==> src/rtl/sdgap_pkg.sv <==
package sdgap_pkg;

    typedef enum logic [1:0] {
        GAP_IDLE    = 2'd0,
        GAP_RUN     = 2'd1,
        GAP_STOPPED = 2'd2
    } gap_state_e;

    typedef enum logic {
        DIR_WRITE = 1'b0,
        DIR_READ  = 1'b1
    } xfer_dir_e;

    typedef struct packed {
        logic pause;
        logic dat2;
        logic clk_en;
        logic cmd_hold;
    } hold_t;

    localparam hold_t HOLD_NONE = '{pause: 1'b0, dat2: 1'b0, clk_en: 1'b1, cmd_hold: 1'b0};

    function automatic hold_t hold_decode(gap_state_e st, xfer_dir_e dir, logic rdw);
        hold_t h;
        h = HOLD_NONE;
        if (st == GAP_STOPPED) begin
            h.pause = 1'b1;
            if (dir == DIR_READ) begin
                if (rdw) begin
                    h.dat2 = 1'b1;
                end else begin
                    h.clk_en   = 1'b0;
                    h.cmd_hold = 1'b1;
                end
            end
        end
        return h;
    endfunction

endpackage

==> src/rtl/sdgap_fsm.sv <==
module sdgap_fsm
    import sdgap_pkg::*;
(
    input  logic       clk,
    input  logic       rst,
    input  logic       start_i,
    input  logic       read_i,
    input  logic       blk_i,
    input  logic       done_i,
    input  logic       stop_i,
    input  logic       cont_i,
    output gap_state_e state_o,
    output xfer_dir_e  dir_o,
    output logic       enter_stop_o
);
    gap_state_e state_q, state_d;
    xfer_dir_e  dir_q;

    always_comb begin
        state_d      = state_q;
        enter_stop_o = 1'b0;
        unique case (state_q)
            GAP_IDLE: begin
                if (start_i) state_d = GAP_RUN;
            end
            GAP_RUN: begin
                if (done_i) begin
                    state_d = GAP_IDLE;
                end else if (blk_i && stop_i) begin
                    state_d      = GAP_STOPPED;
                    enter_stop_o = 1'b1;
                end
            end
            GAP_STOPPED: begin
                if (done_i) begin
                    state_d = GAP_IDLE;
                end else if (cont_i && !stop_i) begin
                    state_d = GAP_RUN;
                end
            end
            default: state_d = GAP_IDLE;
        endcase
    end

    always_ff @(posedge clk) begin
        if (rst) begin
            state_q <= GAP_IDLE;
            dir_q   <= DIR_WRITE;
        end else begin
            state_q <= state_d;
            if (state_q == GAP_IDLE && start_i) begin
                dir_q <= read_i ? DIR_READ : DIR_WRITE;
            end
        end
    end

    assign state_o = state_q;
    assign dir_o   = dir_q;
endmodule

==> src/rtl/sdgap_event.sv <==
module sdgap_event (
    input  logic clk,
    input  logic rst,
    input  logic enter_i,
    output logic evt_o
);
    always_ff @(posedge clk) begin
        if (rst) evt_o <= 1'b0;
        else     evt_o <= enter_i;
    end
endmodule

==> src/rtl/sdgap_hold.sv <==
module sdgap_hold
    import sdgap_pkg::*;
(
    input  gap_state_e state_i,
    input  xfer_dir_e  dir_i,
    input  logic       rdw_i,
    output hold_t      hold_o
);
    always_comb hold_o = hold_decode(state_i, dir_i, rdw_i);
endmodule

==> src/rtl/sd_gap_pause_ctrl.sv <==
module sd_gap_pause_ctrl
    import sdgap_pkg::*;
(
    input  logic clk,
    input  logic rst,
    input  logic xfer_start_i,
    input  logic xfer_read_i,
    input  logic block_done_i,
    input  logic xfer_done_i,
    input  logic stop_req_i,
    input  logic cont_req_i,
    input  logic rdwait_en_i,
    output logic pause_o,
    output logic dat2_drive_o,
    output logic sdclk_en_o,
    output logic cmd_hold_o,
    output logic gap_evt_o,
    output logic susp_ok_o
);
    gap_state_e state;
    xfer_dir_e  dir;
    logic       enter_stop;
    hold_t      hold;

    sdgap_fsm u_fsm (
        .clk          (clk),
        .rst          (rst),
        .start_i      (xfer_start_i),
        .read_i       (xfer_read_i),
        .blk_i        (block_done_i),
        .done_i       (xfer_done_i),
        .stop_i       (stop_req_i),
        .cont_i       (cont_req_i),
        .state_o      (state),
        .dir_o        (dir),
        .enter_stop_o (enter_stop)
    );

    sdgap_event u_evt (
        .clk     (clk),
        .rst     (rst),
        .enter_i (enter_stop),
        .evt_o   (gap_evt_o)
    );

    sdgap_hold u_hold (
        .state_i (state),
        .dir_i   (dir),
        .rdw_i   (rdwait_en_i),
        .hold_o  (hold)
    );

    assign pause_o      = hold.pause;
    assign dat2_drive_o = hold.dat2;
    assign sdclk_en_o   = hold.clk_en;
    assign cmd_hold_o   = hold.cmd_hold;
    assign susp_ok_o    = rdwait_en_i;
endmodule

==> config.mk <==
export PLATFORM = sky130hd
export DESIGN_NAME = sd_gap_pause_ctrl
export DESIGN_NICKNAME = d
export VERILOG_FILES = /design/src/rtl/sdgap_pkg.sv /design/src/rtl/sdgap_fsm.sv /design/src/rtl/sdgap_event.sv /design/src/rtl/sdgap_hold.sv /design/src/rtl/sd_gap_pause_ctrl.sv
export SDC_FILE = /design/constraint.sdc
export NUM_CORES = 1
export LEC_CHECK = 0
export BUFFER_PORTS_ARGS = -buffer_cell sky130_fd_sc_hd__buf_2
export CAP_MARGIN = 25
export CORE_AREA = 5 5 42 44
export DETAILED_ROUTE_END_ITERATION = 16
export DIE_AREA = 0 0 47 49
export GPL_TIMING_DRIVEN = 0
export PLACE_DENSITY = 0.38
export RECOVER_POWER = 25
export SETUP_SLACK_MARGIN = 0.4
export SLEW_MARGIN = 20
export SYNTH_ARGS = -nofsm -noshare
export SYNTH_HDL_FRONTEND = slang
export SYNTH_SLANG_ARGS = --single-unit
==> constraint.sdc <==
create_clock -name clk -period 1.5 [get_ports clk]
set_input_delay 0.3 -clock clk [delete_from_list [all_inputs] [get_ports clk]]
set_output_delay 0.3 -clock clk [all_outputs]
set_load 0.01 [all_outputs]
-- Word level (Yosys, flattened, before mapping)
Index checks and enable logic that the tools add are counted.
- register bits after elaboration: 4
- output and inout port bits: 6
- bits of input ports: 9
- word-level logic and storage cells: 28
- reductions and logical operators: 7
- eq/ne operators: 5
- multiplexer cells: 12
- bitwise logic cells: 1
- operator list (kind ; count):
    two-way mux 2 bit ; 6
    inequality test 3 x 2 -> 1 bit (second input constant) ; 2
    case mux 2 bit (3 select lines) ; 1
    two-way mux 4 bit ; 1
    logical AND 1 bit ; 3
    two-way mux 1 bit ; 3
    two-way mux 3 bit ; 1
    AND reduction 3 bit ; 1
    OR reduction 3 bit ; 1
    == test 2 x 1 -> 1 bit (second input constant) ; 1
    == test 2 bit (second input constant) ; 1
    zero test 2 bit ; 1
    inequality test 2 bit (second input constant) ; 1
    zero test 1 bit ; 1
    inverter 1 bit ; 1

-- Depth between registers and ports, before layout
Gate-level depths: netlist (run 1).
- depth after elaboration: 5
- gate-level depth with buffers: 3
- mapped depth without buffers: 3

-- Cells and area by module
From an unflattened synthesis (run 1), not the netlist that was laid out.
- cell total of the unflattened synthesis: 23
- area, all modules: 237.7 um^2
- modules (own cells, without submodules) (module ; times used ; sequential area each (um^2) ; cells an instance ; area an instance (um^2)):
    sdgap_fsm ; 1 ; 60.1 ; 16 ; 152.6
    sdgap_hold ; 1 ; 0.0 ; 4 ; 43.8
    sdgap_event ; 1 ; 20.0 ; 2 ; 33.8
    sd_gap_pause_ctrl ; 1 ; 0.0 ; 1 ; 7.5

-- Worst setup path after synthesis (run 1)
OpenSTA, ideal clock, no wires.
- path type: register to register
- start: reg u_fsm.state_q[1] (netlist: u_fsm.state_o[1])
- end: reg u_fsm.state_q[0] (netlist: u_fsm.state_o[0])
- period minus slack after synthesis: 1220 ps
- library setup time: 86 ps
- data arrival time: 1134 ps
- slack: 280 ps
- stages on the path, launching flop included: 4
- required time: 1414 ps
- path buffers: 0
- cells stage by stage: dfxtp_1 inv_2 or4_4 a221oi_2
- longest elaborated chain between the ends: 3
- elaborated cells on any way between the ends: 8
- those cells by class: eq/ne (5); mux (1); reduce/logical (2)
- ends and longest elaborated chain (element ; RTL line ; source):
    start: declaration ; sdgap_fsm.sv:16 ; gap_state_e state_q, state_d;
    start signal: assignment ; sdgap_fsm.sv:50 ; state_q <= state_d;
    == test 2 bit (tied with other cells) ; sdgap_fsm.sv:22 ; unique case (state_q)
    inequality test 3 x 2 -> 1 bit (no source line) or inequality test 2 bit (tied branches) ; -- ;
    AND reduction 3 bit (no source line) ; -- ;
Parallel ways exist; a longest one is shown, timed or not.
A chain may end at the register's enable or synchronous reset.

-- Worst setup path after layout (run 1)
- start: reg u_fsm.state_q[1] (netlist: u_fsm.state_o[1])
- end: out sdclk_en_o
- longest elaborated chain between the ends: 2
- ends and longest elaborated chain (element ; RTL line ; source):
    == test 2 bit ; sdgap_pkg.sv:26 ; if (st == GAP_STOPPED) begin
    two-way mux 4 bit ; sdgap_pkg.sv:26 ;
    end: declaration ; sd_gap_pause_ctrl.sv:15 ; output logic sdclk_en_o,
No other way between the ends.

==> summary.txt, run 1 <==
Clk sinks = 4
Detailed placement HPWL = 454 um
Die Ht = 49 um
N_diodes = 0
Critical Path End Type = output pin
Worst-margin pin slew = 0.228 ns
Vias in the first global route = 244
Status = finished, final reports clean
CTS Buffer Depth = 2
Later-pin clock latency in the skew report = 0.23 ns
Critical path peak fanout = 3
Worst Setup SP = u_fsm.state_o[1]$_SDFFE_PP0P_
Reg-to-reg critical path startpoint = u_fsm.state_o[1]$_SDFFE_PP0P_
Mapped Area = 209 sq um
CTS tree = done
CTS H-tree depth = 1
Ranking of synthesized cells by area = dfxtp_1 (38%), a221oi_2 (7.2%), or4_4 (5.4%), mux2i_1 (4.8%), a211o_1 (4.2%)
Worst min path class = in2reg
Layout area overhead = 85.6%
Hold Crit Start = xfer_done_i
Skew final = 0.000544 ns
First-pass GRT wire length = 952 um
Post-Synth XOR/XNOR Area = 0
Post-Synthesis Cells = 23
Power per cell area = 769 nW/um^2
CTS Buf Count = 3
RSZ-0062 raised after global routing = yes
Area leader, netlist = dfxtp_1
DIE AREA = 2300 sq um
Vias = 253
Largest stage delay, worst path = 0.32 ns
Synthesized area per cell = 9.08 sq um
Total congestion overflow = 0
Post-layout util = 0.277
Core ar. = 1400 sq um
1st-pass router iterations = 2
Lkg Pwr = 0.174 nW
CP max stage cell = dfxtp_2
Largest net degree at the start of global routing = 5
Main combinational cell family by area after synthesis = simple AND/OR/NAND/NOR gates
Clock-pin slew on the worst setup and hold paths = 0.04 ns
Final min period = 1.40 ns
Final worst-path cycle share = 0.931
Pre-CTS WS = 0.196 ns
CP cell instances = nor2b_4 -> nand2_2 -> or2_1 -> buf_2
Max-cap violations = 0
Max Clock Freq = 716 MHz
IO Pins = 15
VDD IR-drop max = 0.000276 V
FF+latch count, synth = 4
Crit path DAT = 1.10 ns
Drt wl/cell = 10.4 um
Layout cells sized above 1 = 0.659
Num rows = 14
Sequential area share after synthesis = 0.383
Vias per std cell = 4.22
Yosys top cell area share = 0.383
Fill count = 154
Fin. Hold Viols = 0
DRT Wirelength = 624 um
Mux cell area share after synthesis = 0.0479
Startpoint Class = flip-flop
Overall global routing resource usage = 0.0606
Ys Warns = 0
Post-Synth Simple-Gate Area = 0.299
Drt drc = 0
PnR worst setup slack = 0.103 ns
Synth Area in Adders = 0
Initial antenna violation count = 0
Max-slew violations = 0
Die X = 47 um
Initial Utilization = 0.149
Final setup vio count = 0
GPL Wtd Cong = 0.593
WS Path Type = reg2out
Antenna-violating nets left = 0
Rel. slew slack = 0.846
Netlist cell types = 19
Root buffer cell = clkbuf_4
Worst path required time = 1.20 ns
Post-layout net count = 55
Buffers on Ports = 14
Total negative setup slack = 0 ns
Post-synthesis compound-gate area fraction = 0.198
Syn Nets = 32
DR iter-0 viols = 2
cell usage after synthesis, drive strengths merged:
library cell	number
o21ai	1
nor3	1
and3	1
nand4	1
a211o	1
a211oi	1
nor3b	1
a21oi	1
nor2	2
mux2i	1
nand2	1
inv	2
dfxtp	4
buf	1
a221oi	1
or2	1
nor2b	1
or4	1
routing by layer:
layer	track usage	vias up	routed length (um)
li1	-	126	-
met1	0.0705	118	227
met2	0.0814	9	327
met3	0.0221	0	70
met4	0.0553	0	0
met5	0	-	0
path summary, 6_finish.rpt:
| kind | endpoint | slack [ns] | cells past startpoint |
|---|---|---|---|
| max | sdclk_en_o | 0.10 | 4 |
| min | u_fsm.state_o[1]$_SDFFE_PP0P_ | 0.27 | 2 |
| max reg2reg | u_fsm.state_o[0]$_SDFFE_PP0P_ | 0.17 | 5 |
| min reg2reg | u_fsm.dir_o$_SDFFE_PP0P_ | 0.54 | 2 |
power by group:
| group | internal, mW | switching, mW | leakage [nW] |
|---|---|---|---|
| clock | 0.0895 | 0.0436 | 0.0138 |
| combinational | 0.0268 | 0.0221 | 0.126 |
| sequential | 0.112 | 0.00419 | 0.0338 |
| total | 0.228 | 0.0699 | 0.174 |
layout make-up:
| type | count | area, sq um | area share |
|---|---|---|---|
| Multi-Input combinational cell | 16 | 138 | 0.355 |
| Timing Repair Buffer | 18 | 108 | 0.277 |
| Sequential cell | 4 | 85.1 | 0.219 |
| Clock buffer | 3 | 22.5 | 0.0581 |
| Tap cell | 16 | 20.0 | 0.0516 |
| Buffer | 1 | 7.51 | 0.0194 |
| Inverter | 2 | 7.51 | 0.0194 |
timing repair:
item / 4_1_cts / 5_1_grt
setup buffers: 3 / 1
pin swaps: 3 / 3
hold buffers: 0 / 0
resized for setup: 3 / 5
setup endpoints to repair: 5 / 7
stage by stage:
step | hold slack [ns] | instance area [sq um] | instances | total power, mW
4_1_cts | 0.262 | 360 | 59 | 0.301
5_1_grt | 0.285 | 388 | 60 | 0.316
3_3_place_gp | 0.508 | 305 | 53 | 0.156
6_report | 0.271 | 388 | 60 | 0.298
2_1_floorplan | 0.365 | 215 | 23 | 0.136
3_5_place_dp | 0.511 | 305 | 53 | 0.156
kinds of logic (layout without fill, tap and decap cells):
| group | after synthesis | count (layout) |
|---|---|---|
| AOI/OAI and AO/OA | 5 | 5 |
| buffers and inverters | 3 | 24 |
| DFF | 4 | 4 |
| muxes | 1 | 1 |
| and+or+nand+nor | 10 | 10 |
flip-flops by register name (all words and copies together) (netlist names):
register       flops
u_fsm.state_o      2
u_evt.evt_o        1
u_fsm.dir_o        1
critical path, delay by kind of cell (launching register included):
| kind | cells | cell delay [ns] |
|---|---|---|
| buffers and inverters | 1 | 0.13 |
| and+or+nand+nor | 3 | 0.41 |
| DFF | 1 | 0.32 |
cells in the final DEF, fill, tap and decap left out:
cell type	Yosys	final
a211o_1	1	1
a211oi_2	0	1
a21oi_1	1	1
a221oi_2	1	1
and3_1	1	1
buf_2	0	11
buf_4	1	4
buf_6	0	2
clkbuf_1	0	2
clkbuf_4	0	3
dfxtp_1	4	2
dfxtp_2	0	1
dfxtp_4	0	1
inv_1	1	1
inv_2	1	1
mux2i_1	1	1
nand2_2	0	1
nand4_1	1	1
nor2_1	2	2
nor2b_4	0	1
nor3_1	1	1
nor3b_4	0	1
o21ai_0	1	1
or2_1	1	1
or4_4	1	1
No activity file was read; power rests on OpenSTA's default activity.
==> inputs of run 2 (changes only) <==
--- a/config.mk
+++ b/config.mk
@@ -11,10 +11,11 @@
 export DETAILED_ROUTE_END_ITERATION = 16
 export DIE_AREA = 0 0 47 49
 export GPL_TIMING_DRIVEN = 0
-export PLACE_DENSITY = 0.38
+export PLACE_DENSITY = 0.4
 export RECOVER_POWER = 25
 export SETUP_SLACK_MARGIN = 0.4
 export SLEW_MARGIN = 20
 export SYNTH_ARGS = -nofsm -noshare
 export SYNTH_HDL_FRONTEND = slang
+export SYNTH_HIERARCHICAL = 1
 export SYNTH_SLANG_ARGS = --single-unit
==> run 2 against run 1 <==
Compared with the run above: clock skew grew 0.0027 ns; synthesized cell count is the same; sequential share of layout area shrank 0.61 points; power grew 1.4%; global-route usage is the same; via count grew 2.4%.
==> summary.txt, run 2 <==
Status = finished, final reports clean
R2R cell count = 3
Pre-CTS WS = 0.292 ns
DIE AREA = 2300 sq um
Layout cells sized above 1 = 0.744
Post-layout util = 0.297
Share of flip-flops with an asynchronous set or reset = 0
Clock-pin slew on the worst setup and hold paths = 0.04 ns
Total congestion overflow = 0
IO Pins = 15
1st-pass router iterations = 4
Most common cell in the netlist = dfxtp_1
Syn Nets = 32
Layout area overhead = 75.3%
GPL Wtd Cong = 0.680
Worst min path class = in2reg
Detailed placement HPWL = 479 um
Vias = 259
Post-route insts no fill = 59
Placed Cells = 53
Root buffer cell = clkbuf_4
Worst-margin pin slew = 0.177 ns
Total power = 302 uW
Reg-to-reg critical path startpoint = u_fsm/state_o[1]$_SDFFE_PP0P_
First-pass GRT wire length = 945 um
PnR worst setup slack = 0.239 ns
Post-layout net count = 54
Die X = 47 um
CP Capture Point = cmd_hold_o
DR iter-0 viols = 3
CTS Buffer Depth = 2
Overall global routing resource usage = 0.0606
Max FFs per register = 2
WS Path Type = reg2out
Fin. Hold Viols = 0
FF+latch area = 88.8 sq um
Hold_buf cts = 0
Post-Synth Simple-Gate Area = 0.416
Worst path required time = 1.20 ns
Fill count = 170
Mapped Area = 238 sq um
Ranking of synthesized cells by area = dfxtp_1 (34%), a221oi_2 (6.3%), nor2b_4 (5.8%), and4bb_2 (5.3%), and4b_2 (4.7%)
DRT Wirelength = 659 um
Reg2Reg Setup Slack = 0.36 ns
Buffers on Ports = 14
Post-synthesis compound-gate area fraction = 0.158
Vias per std cell = 4.39
Critical path peak fanout = 5
Max Clock Freq = 793 MHz
Mux cell area share after synthesis = 0.0421
Die Ht = 49 um
Synth top cells by count = dfxtp_1 (4), nor2_1 (2)
Max-slew violations = 0
Crit path DAT = 0.96 ns
CTS H-tree depth = 1
Synthesized area per cell = 10.3 sq um
Area leader, netlist = dfxtp_1
Yosys top cell area share = 0.337
Main combinational cell family by area after synthesis = simple AND/OR/NAND/NOR gates
Initial antenna violation count = 0
CTS Buf Count = 3
Sequential area share after synthesis = 0.337
Rel. slew slack = 0.882
Top FF cell, synth = dfxtp_1
Largest net degree at the start of global routing = 9
Multi-input logic area = 161 sq um
Most frequent cells in the layout = buf_2 (9), buf_6 (4), buf_4 (3), clkbuf_4 (3)
Drt wl/cell = 11.2 um
CTS tree = done
Core ar. = 1400 sq um
Post-Synth XOR/XNOR Area = 0
Clk sinks = 4
Startpoint Class = flip-flop
Post-Synthesis Cells = 23
VDD IR-drop max = 0.000208 V
Hold Crit Start = xfer_done_i
Worst Setup SP = u_fsm/state_o[0]$_SDFFE_PP0P_
Ys Warns = 6
Final worst-path cycle share = 0.841
RR Endpoint = u_fsm/state_o[0]$_SDFFE_PP0P_
Later-pin clock latency in the skew report = 0.23 ns
Num rows = 14
Final setup vio count = 0
Drt drc = 0
Max-cap violations = 0
Antenna-violating nets left = 0
Power per cell area = 726 nW/um^2
Final min period = 1.26 ns
Initial Utilization = 0.170
Skew final = 0.00322 ns
Netlist cell types = 19
FF+latch count, synth = 4
Most common cell after layout, fill and taps aside = buf_2
Critical Path End Type = output pin
Post-synth EDFFs = 0
Synth Area in Adders = 0
N_diodes = 0
Lkg Pwr = 0.173 nW
Vias in the first global route = 251
RSZ-0062 raised after global routing = yes
Total negative setup slack = 0 ns
run 2: what timing repair did:
action	in CTS	in global routing
hold endpoints to repair	0	0
buffers inserted	2	1
pin swaps	2	5
endpoints found under the setup margin	5	7
resized for setup	6	5
run 2: worst min-delay path by stage:
| stage | end | slack, ns | cells past startpoint |
|---|---|---|---|
| 2_1_floorplan | u_evt/evt_o$_SDFF_PP0_ | 0.36 | 1 |
| 3_3_place_gp | u_fsm/state_o[1]$_SDFFE_PP0P_ | 0.51 | 2 |
| 3_5_place_dp | u_fsm/state_o[1]$_SDFFE_PP0P_ | 0.51 | 2 |
| 4_1_cts | u_fsm/state_o[1]$_SDFFE_PP0P_ | 0.26 | 2 |
| 5_1_grt | u_fsm/state_o[1]$_SDFFE_PP0P_ | 0.28 | 2 |
| 6_report | u_fsm/state_o[1]$_SDFFE_PP0P_ | 0.29 | 2 |
run 2: cells by family after synthesis:
logic type,count (synthesis)
AND/OR/NAND/NOR,12
buffers and inverters,2
AO/OA/AOI/OAI,4
multiplexers,1
flip-flops,4
run 2: where the power goes:
part	internal, mW	leakage, nW	total [mW]	switching [mW]
Clock	0.0894	0.0138	0.132	0.0428
Sequential	0.111	0.0345	0.115	0.00461
Combinational	0.0323	0.125	0.0548	0.0224
run 2: worst max-delay path, cell delays in order, from the launching register on:
cell	delay [ns]
dfxtp_4	0.34
and4bb_2	0.29
buf_6	0.10
run 2: final cells by class:
type,instances,share of cell area
Clock buffer,3,0.0541
Sequential cell,4,0.213
Multi-Input combinational cell,17,0.387
Buffer,1,0.0180
Timing Repair Buffer,17,0.270
Inverter,1,0.00901
Tap cell,16,0.0480
run 2: metal layers:
layer  up-vias  routed length (um)  global-route usage
met2        11                 342              0.0882
met3         0                  83              0.0332
met1       118                 232              0.0573
li1        130                   -                   -
met5         -                   0                   0
met4         0                   0              0.0553
run 2: per-stage QoR:
stage	instance area, sq um	hold slack, ns
after floorplan	239	0.364
after global placement	329	0.510
after detailed placement	329	0.508
after CTS	392	0.260
after global routing	417	0.277
final	417	0.288
